### src/rtl/irq_prio_arbiter.sv
module irq_prio_arbiter #(
  parameter int NSRC = 15,
  parameter int VW   = 4
) (
  input  logic            clk,
  input  logic            rst_n,
  input  logic            irq_n,
  input  logic            irq_edge_mode,
  input  logic [NSRC-2:0] periph_req,
  input  logic            nmi_req,
  input  logic            set_i,
  input  logic            clr_i,
  input  logic            clr_x,
  input  logic            int_ack,
  input  logic            int_ret,
  input  logic            ret_x,
  input  logic            ret_i,
  input  logic            prio_wr,
  input  logic [VW-1:0]   prio_wdata,
  output logic            grant_valid,
  output logic [VW-1:0]   grant_vec,
  output logic            i_mask,
  output logic            x_mask,
  output logic [VW-1:0]   prio_sel
);
  localparam int             NRAW    = NSRC + 1;
  localparam int             NSLOT   = 1 << VW;
  localparam logic [VW-1:0]  NMI_VEC = VW'(NSRC);

  logic [NRAW-1:0]  meta_q, sync_q;
  logic             pin_d, edge_pend;
  logic [NSRC-1:0]  mreq;
  logic [NSLOT-1:0] mreq_w;
  logic             nmi_ok, take, cand_valid;
  logic [VW-1:0]    cand;

  always_ff @(posedge clk or negedge rst_n)
    if (!rst_n) begin
      meta_q <= '0;
      sync_q <= '0;
    end else begin
      meta_q <= {nmi_req, periph_req, ~irq_n};
      sync_q <= meta_q;
    end

  always_ff @(posedge clk or negedge rst_n)
    if (!rst_n) begin
      pin_d     <= 1'b0;
      edge_pend <= 1'b0;
    end else begin
      pin_d <= sync_q[0];
      if (take && grant_vec == '0)
        edge_pend <= 1'b0;
      else if (irq_edge_mode && sync_q[0] && !pin_d)
        edge_pend <= 1'b1;
    end

  assign take   = int_ack && grant_valid;
  assign nmi_ok = sync_q[NSRC] && !x_mask;
  assign mreq   = {sync_q[NSRC-1:1], irq_edge_mode ? edge_pend : sync_q[0]} & {NSRC{!i_mask}};
  assign mreq_w = NSLOT'(mreq);

  always_comb begin
    cand_valid = 1'b0;
    cand       = '0;
    if (nmi_ok) begin
      cand_valid = 1'b1;
      cand       = NMI_VEC;
    end else if (mreq_w[prio_sel]) begin
      cand_valid = 1'b1;
      cand       = prio_sel;
    end else begin
      for (int k = NSRC - 1; k >= 0; k--)
        if (mreq[k]) begin
          cand_valid = 1'b1;
          cand       = VW'(k);
        end
    end
  end

  always_ff @(posedge clk or negedge rst_n)
    if (!rst_n) begin
      grant_valid <= 1'b0;
      grant_vec   <= '0;
    end else if (take) begin
      grant_valid <= 1'b0;
    end else if (!grant_valid && cand_valid) begin
      grant_valid <= 1'b1;
      grant_vec   <= cand;
    end

  always_ff @(posedge clk or negedge rst_n)
    if (!rst_n) begin
      i_mask <= 1'b1;
      x_mask <= 1'b1;
    end else if (take) begin
      i_mask <= 1'b1;
      if (grant_vec == NMI_VEC) x_mask <= 1'b1;
    end else if (int_ret) begin
      i_mask <= ret_i;
      x_mask <= ret_x;
    end else begin
      if (set_i)      i_mask <= 1'b1;
      else if (clr_i) i_mask <= 1'b0;
      if (clr_x)      x_mask <= 1'b0;
    end

  always_ff @(posedge clk or negedge rst_n)
    if (!rst_n)
      prio_sel <= '0;
    else if (prio_wr && i_mask && prio_wdata < VW'(NSRC))
      prio_sel <= prio_wdata;
endmodule


### config.mk
export PLATFORM = sky130hd
export DESIGN_NAME = irq_prio_arbiter
export DESIGN_NICKNAME = d
export VERILOG_FILES = /design/src/rtl/irq_prio_arbiter.sv
export SDC_FILE = /design/constraint.sdc
export NUM_CORES = 1
export LEC_CHECK = 0
export BUFFER_PORTS_ARGS = -buffer_cell sky130_fd_sc_hd__buf_2
export CAP_MARGIN = 40
export CORE_UTILIZATION = 50
export DETAILED_ROUTE_END_ITERATION = 6
export PLACE_DENSITY = 0.75
export SLEW_MARGIN = 25
export SYNTH_ARGS = -nofsm -noshare
export SYNTH_HDL_FRONTEND = slang
export SYNTH_SLANG_ARGS = --single-unit
### constraint.sdc
create_clock -name clk -period 3.7 [get_ports clk]
set_clock_uncertainty 0.1 [all_clocks]
set_input_delay 0.74 -clock clk [delete_from_list [all_inputs] [get_ports clk]]
set_output_delay 0.74 -clock clk [all_outputs]
set_load 0.01 [all_outputs]
After elaboration in Yosys (flattened, before gate mapping)
Cells that the tools add are included.
{"block": "op_classes", "reduce_logical": 19, "eq_ne": 2, "bitwise": 3, "order_cmp": 2, "mux": 49}
{"cell": "two-way mux 4 bit", "count": 17}
{"cell": "two-way mux 1 bit", "count": 31}
{"cell": "AND 15 bit", "count": 1}
{"cell": "logical AND 1 bit", "count": 8}
{"cell": "less-than comparator 4 x 5 -> 1 bit (second input constant)", "count": 1}
{"cell": "binary-select mux 1 bit (select 4 bit)", "count": 1}
{"cell": "== test 4 bit (second input constant)", "count": 1}
{"cell": "logical NOT 1 bit", "count": 4}
{"cell": "logical NOT 4 bit", "count": 1}
{"cell": "less-than comparator 4 bit (second input constant)", "count": 1}
{"cell": "AND reduction 2 bit", "count": 2}
{"cell": "nonzero test 2 bit", "count": 2}
{"cell": "nonzero test 4 bit", "count": 1}
{"cell": "nonzero test 3 bit", "count": 1}
{"cell": "inequality test 2 x 1 -> 1 bit (second input constant)", "count": 1}
{"cell": "inverter 1 bit", "count": 2}
{"block": "word_totals", "ff_bits": 45, "elab_cells": 84, "out_inout_bits": 11, "in_bits": 31}

Logic depth before layout (Yosys ltp)
Gate-level depths: netlist of run 1.
{"block": "logic_depth", "depth_word": 22, "depth_mapped": 6, "mapped_depth_nobuf": 5}

Worst setup path after synthesis of run 1
Ideal clock, no wire load.
{"block": "synth_path", "kind": "input to register", "start": "in irq_edge_mode", "end": "reg grant_vec[1]", "arrival_ns": 1.697, "path_stages": 5, "path_slack_ns": 1.821, "path_cell_list": "mux2i_4 > nand3_2 > o31a_1 > and2_4 > a31oi_1"}
{"block": "synth_via", "elab_chain_len": 8, "word_cells_on_any_way": 12}
{"item": "start: declaration", "line": "8", "rtl": "input logic irq_edge_mode,"}
{"item": "two-way mux 1 bit *", "line": "60", "rtl": "assign mreq = {sync_q[NSRC-1:1], irq_edge_mode ? edge_pend : sync_q[0]} & {NSRC{!i_mask}};"}
{"item": "AND 15 bit *", "line": "60"}
{"item": "binary-select mux 1 bit (select 4 bit)", "line": "69", "rtl": "end else if (mreq_w[prio_sel]) begin"}
{"item": "two-way mux 1 bit (implied by the code)", "line": "69"}
{"item": "two-way mux 1 bit", "line": "69"}
{"item": "two-way mux 1 bit", "line": "66", "rtl": "if (nmi_ok) begin"}
{"item": "logical AND 1 bit", "line": "87", "rtl": "end else if (!grant_valid && cand_valid) begin"}
{"item": "AND reduction 2 bit (no source line)"}
{"item": "end signal: assignment", "line": "89", "rtl": "grant_vec <= cand;"}
{"item": "end: declaration", "line": "21", "rtl": "output logic [VW-1:0] grant_vec,"}
Mark *: on every way between the ends. The rest lies on a longest branch, timed or not. The select of a mux whose other input is x is not followed.
A chain may end at the register's enable or synchronous reset.

Final worst setup path of run 1
{"block": "layout_path", "start": "reg prio_sel[0]", "end": "out prio_sel[0]"}
{"item": "start: declaration", "line": "24", "rtl": "output logic [VW-1:0] prio_sel"}
{"item": "start signal: assignment", "line": "112", "rtl": "prio_sel <= prio_wdata;"}
No word-level cell between the ends.

==> results.yml, run 1 <==
sta:
  whs_ps: 146.6
  finalHoldViolations: 0
  drv_slew: 0
  fmax_mhz: 492.0
  relSlewSlack: 0.7151
  min_period_over_period: 0.5494
  rsz0062_at_grt: "false"
  period_needed_ps: 2033
  tns_ps: 0
  worstMarginPinSlew_ps: 421.9
  setup_viol: 0
floorplanning:
  die-width_um: 61.38
  die_area_um2: 3768
  rows: 21
  io_pins: 42
  die_h_um: 61.38
  initial_core_util: 0.5242
  coreArea_um2: 3363
clock_tree:
  cts_tree: "built"
  cts_buffer_depth: 2
  htreeDepth: 2
  cts.clk_slew.worst_paths_ps: 130
  clock_sinks: 45
  post_cts_resized: 0
  root_buffer: "clkbuf_4"
  holdBufCountCts: 0
  cts_setup_buffers: 0
  numCtsBuffers: 5
  clk-insertion-delay-late_ps: 340
setup_path:
  cp_cell_sequence: "buf_2"
  critPathMaxStageDelay_ps: 630
  required_ps: 2860
  rr_endpoint: "grant_vec[0]"
  end_kind: "primary output"
  path_buf_inv: 1
  rrSetupSlack_ps: 1780
  start_kind: "flop"
  path_class: "reg -> out"
  reg2regPathDepth: 5
  cp_max_fo: 11
  rr_startpoint: "prio_sel[0]"
  cp_slowest_cell: "dfrtp_1"
  worstPathArrival_ps: 1190
  path_delay_family: "flip-flops"
power_and_ir_drop:
  ir_drop_v: 0.0002755
  p_total_mw: 1.154
  pwr_density_cell_nw_per_um2: 545.6
  leakage_nw: 0.9241
run:
  drv_cap: 0
placed_design:
  routabilityCongestion: 0.9251
  dpl.cell_count: 229
  hpwl_mm: 2.297
  numPortBuffers: 41
final_layout:
  antenna_cells: 0
  fin_cells: 237
  fillCellCount: 283
  drive_gt1_frac: 0.2984
  area_growth_syn_to_layout_pct: 20.01
  nets: 221
  final_util: 0.6291
route:
  route.detailed.drc: 0
  wl_mm: 3.038
  drtIter0Drc: 128
  vias: 1267
  via_per_inst: 5.346
  first_pass_iters: 4
  route.detailed.wl_per_inst_um: 12.82
  antenna_left: 0
global_route:
  use_met2: 0.2997
  track_usage: 0.1782
  grt_use_met3: 0.05882
  antenna_found_initial: 0
  grt_pass1_wl_mm: 4.678
  grt_max_degree: 35
  top_usage_layer: "met2"
  gr-usage-met1: 0.2120
  grt_pass1_vias: 1111
  grt_overflow_total: 0
outcome:
  status: "complete, no violations"
synth:
  syn_inst: 143
  yosysWarnings: 0
  ys_seq_area_frac: 0.6402
  syn_area_um2: 1763
  ys_types: 37
  synth-edff-count: 0
  avgSynthCellArea_um2: 12.33
  syn-num-nets: 174
  ys.flop_type: "dfrtp_1"
  synthArstFlopShare: 1.000
  synth_seq_cells: 45
hold_path:
  holdCritPathClass: "in -> async"
## cell families after synthesis
group / Yosys count / synth area share
mux: 8 / 0.05323
buf+inv: 9 / 0.02058
compound gates: 34 / 0.1334
flops: 45 / 0.6402
simple gates: 47 / 0.1526
## cells in the mapped netlist (all sizes together), types with 3 or more instances
| library cell | instances | share of area |
|---|---|---|
| dfrtp | 43 | 0.61 |
| o21ai | 8 | 0.023 |
| nand3 | 5 | 0.017 |
| a31oi | 6 | 0.021 |
| nor4 | 3 | 0.019 |
| inv | 7 | 0.015 |
| nor3 | 6 | 0.020 |
| a211oi | 3 | 0.013 |
| nor2 | 11 | 0.023 |
| nand2b | 5 | 0.018 |
| nand2 | 6 | 0.013 |
| nor2b | 3 | 0.011 |
| mux2i | 7 | 0.047 |
| a21oi | 3 | 0.0085 |
## layout make-up
type	instances	area (µm²)	share of cell area
clock buffer	6	41.29	0.01952
clock inverter	2	38.79	0.01833
inverter	7	26.28	0.01242
multi-input combinational	89	598.1	0.2827
sequential	45	1129	0.5334
tap	46	57.56	0.02720
timing repair buffer	42	225.2	0.1064
## power breakdown
part	leakage, nW	switching [mW]	internal (mW)
registers	0.516	0.0701	0.557
logic	0.366	0.120	0.114
clock network	0.0424	0.149	0.144
## registers in the layout, indices dropped and copies added, names as in the netlist
name / count
edge_pend: 1
grant_valid: 1
grant_vec: 4
i_mask: 1
meta_q: 16
pin_d: 1
prio_sel: 4
sync_q: 16
x_mask: 1
## cells in the final DEF, fill, tap and decap left out, types with 4 or more instances in the layout
cell type | synthesis | routed
buf_2 | 2 | 41
nor2_1 | 11 | 11
inv_1 | 7 | 7
nand2b_1 | 5 | 5
nand3_1 | 4 | 4
o21ai_0 | 8 | 8
nand2_1 | 6 | 6
a31oi_1 | 6 | 6
dfrtp_1 | 43 | 43
nor3_1 | 5 | 5
mux2i_1 | 6 | 6
clkbuf_4 | 0 | 5
## per-stage QoR
| stage | instance area [µm²] | worst slack (ps) |
|---|---|---|
| after floorplan | 1763 | 1821 |
| after global placement | 2016 | 1623 |
| after detailed placement | 2036 | 1568 |
| after CTS | 2116 | 1643 |
| after global routing | 2116 | 1590 |
| final | 2116 | 1667 |
## worst max path at each step
stage                   from  cells past startpoint      endpoint  slack, ps
2_1_floorplan  irq_edge_mode                      5  grant_vec[1]       1820
4_1_cts          prio_sel[0]                      1   prio_sel[0]       1640
3_5_place_dp   irq_edge_mode                      6  grant_vec[1]       1570
5_1_grt          prio_sel[0]                      1   prio_sel[0]       1590
3_3_place_gp   irq_edge_mode                      6  grant_vec[1]       1620
6_report         prio_sel[0]                      1   prio_sel[0]       1670
## layer usage
metal / wire, µm / share of wire
met1: 1330 / 0.44
met5: 0 / 0
met3: 166 / 0.055
met2: 1495 / 0.49
met4: 46 / 0.015
Power figures use the tool's default switching activity.
==> run 2, diff against run 1 <==
--- a/config.mk
+++ b/config.mk
@@ -7,9 +7,9 @@
 export LEC_CHECK = 0
 export BUFFER_PORTS_ARGS = -buffer_cell sky130_fd_sc_hd__buf_2
 export CAP_MARGIN = 40
-export CORE_UTILIZATION = 50
+export CORE_UTILIZATION = 47
 export DETAILED_ROUTE_END_ITERATION = 6
-export PLACE_DENSITY = 0.75
+export PLACE_DENSITY = 0.74
 export SLEW_MARGIN = 25
 export SYNTH_ARGS = -nofsm -noshare
 export SYNTH_HDL_FRONTEND = slang
==> constraint.sdc (replaced) <==
create_clock -name clk -period 1.8 [get_ports clk]
set_clock_uncertainty 0.1 [all_clocks]
set_input_delay 0.36 -clock clk [delete_from_list [all_inputs] [get_ports clk]]
set_output_delay 0.36 -clock clk [all_outputs]
set_load 0.01 [all_outputs]
==> run 2 against run 1 <==
Net effect: non-clock buffer count up 14; cell area grew 9.8%; sequential share of layout area is 4.6 points lower; total power is 130% higher; critical path depth rose by 4; combinational power rose to 2.7 times the previous value; hold slack worse by 130 ps; largest power group unchanged; critical path type is now reg -> reg; via count grew 5.6%; clock power grew to 2.6 times the previous value; clock-buffer cell count increased by 1; cell count up 5.9%; register-to-register slack worse by 1800 ps.
==> results.yml, run 2 (synthesis results as in run 1) <==
global_route:
  grt_max_degree: 46
  grt_overflow_total: 0
  grt_pass1_vias: 1271
  grt_pass1_wl_mm: 5.727
  track_usage: 0.1933
  antenna_found_initial: 0
final_layout:
  drive_gt1_frac: 0.4195
  nets: 235
  largestRegisters: "meta_q x16, sync_q x16"
  layout_common_cells: "buf_2 (41), dfrtp_1 (40), buf_4 (15)"
  layout_commonest_cell: "buf_2"
  antenna_cells: 0
  multi_input_area_um2: 673.1
  design_area_um2: 2323
  fillCellCount: 266
  final_util: 0.6699
  seqCellArea_um2: 1132
  area_growth_syn_to_layout_pct: 31.80
setup_path:
  cp_slowest_cell: "dfrtp_2"
  cp_max_fo: 5
  rrSetupSlack_ps: 30
  worstPathArrival_ps: 1900
  start_kind: "flop"
  rr_endpoint: "grant_vec[1]"
  rr_startpoint: "sync_q[5]"
  end_kind: "flop"
  cp_cell_sequence: "nor4_4 -> nand3_2 -> o31a_1 -> and2_4 -> a31oi_2"
  critPathMaxStageDelay_ps: 450
  reg2regPathDepth: 5
  path_class: "reg -> reg"
  required_ps: 1920
  cp-startpoint: "sync_q[5]"
floorplanning:
  die-width_um: 63.25
  die_h_um: 63.25
  die_area_um2: 4000
  initial_core_util: 0.5083
  rows: 21
  coreArea_um2: 3468
  io_pins: 42
route:
  first_pass_iters: 4
  wl_mm: 3.722
  route.detailed.wl_per_inst_um: 14.83
  antenna_left: 0
  via_per_inst: 5.331
  route.detailed.drc: 0
  drtIter0Drc: 54
  vias: 1338
sta:
  finalHoldViolations: 0
  fmax_mhz: 563.9
  rsz0062_at_grt: "true"
  tns_ps: 0
  min_period_over_period: 0.9853
  worstMarginPinSlew_ps: 517.4
  setup_viol: 0
  drv_slew: 0
  period_needed_ps: 1774
  relSlewSlack: 0.6551
clock_tree:
  cts_buffer_depth: 2
  clk-insertion-delay-late_ps: 300
  root_buffer: "clkbuf_8"
  htreeDepth: 2
  cts.clk_slew.worst_paths_ps: 80
  numCtsBuffers: 5
  holdBufCountCts: 0
  clock_sinks: 45
  cts_tree: "built"
placed_design:
  routabilityCongestion: 0.8490
  postPlaceCellArea_um2: 2068
  numPortBuffers: 41
  hpwl_mm: 2.493
run:
  drv_cap: 0
power_and_ir_drop:
  pwr_density_cell_nw_per_um2: 1162
  ir_drop_v: 0.0007873
  leakage_nw: 1.012
hold_path:
  holdCritPathClass: "in -> async"
outcome:
  status: "complete, no violations"
[run 2: changes by cell type in the layout (fill, tap and decap cells not counted), moves of 2 or more]
cell      before  now
clkbuf_4       5    0
dfrtp_1       43   40
a31oi_2        0    2
a31oi_1        6    4
clkbuf_8       0    6
o221ai_2       0    2
dfrtp_2        0    3
buf_4          0   15
o221ai_1       2    0
nor2_1        11    9
[run 2: what timing repair did]
action / 4_1_cts / 5_1_grt
pin swaps: 1 / 5
endpoints found under the setup margin: 1 / 3
gates cloned: 0 / 0
buffers inserted: 1 / 7
resized for setup: 2 / 16
[run 2: worst max-delay path by stage]
stage,endpoint,slack [ps],depth (start not counted)
2_1_floorplan,grant_vec[0],60,6
3_3_place_gp,grant_vec[1],70,5
3_5_place_dp,grant_vec[1],-9,5
4_1_cts,grant_vec[1],20,5
5_1_grt,grant_vec[2],-40,5
6_report,grant_vec[1],30,5
[run 2: layout make-up]
type	count	share of cell area
repair buffers	56	0.1368
clock inverters	1	0.01292
multi-input cells	89	0.2897
inverters	7	0.01131
clock buffers	7	0.03716
flip-flops and latches	45	0.4873
well taps	46	0.02477
[run 2: critical path: cells and delay by family, from the launching register on]
kind             cells  cell delay, ps
flip-flops           1             450
AO/OA/AOI/OAI        2             510
AND/OR/NAND/NOR      3             640
[run 2: metrics by stage]
stage	setup slack, ps	instances	total power [mW]	hold WS, ps
6_report	26.49	251	2.700	15.37
5_1_grt	-36.18	251	2.835	50.98
4_1_cts	16.37	244	2.595	28.95
3_5_place_dp	-8.975	235	1.820	234.7
3_3_place_gp	71.56	235	1.790	232.0
2_1_floorplan	56.82	143	1.580	-35.59
[run 2: routing by layer]
metal,track usage,part of all wire,vias to the layer above
met2,0.3212,0.51,44
met3,0.04891,0.045,9
li1,-,-,643
met4,0.1108,0.024,0
met1,0.2268,0.42,642
met5,0,0,-
[run 2: power breakdown]
part / total (mW) / internal [mW] / switching, mW
registers: 1.30 / 1.15 / 0.156
logic: 0.629 / 0.314 / 0.314
clock network: 0.768 / 0.452 / 0.316
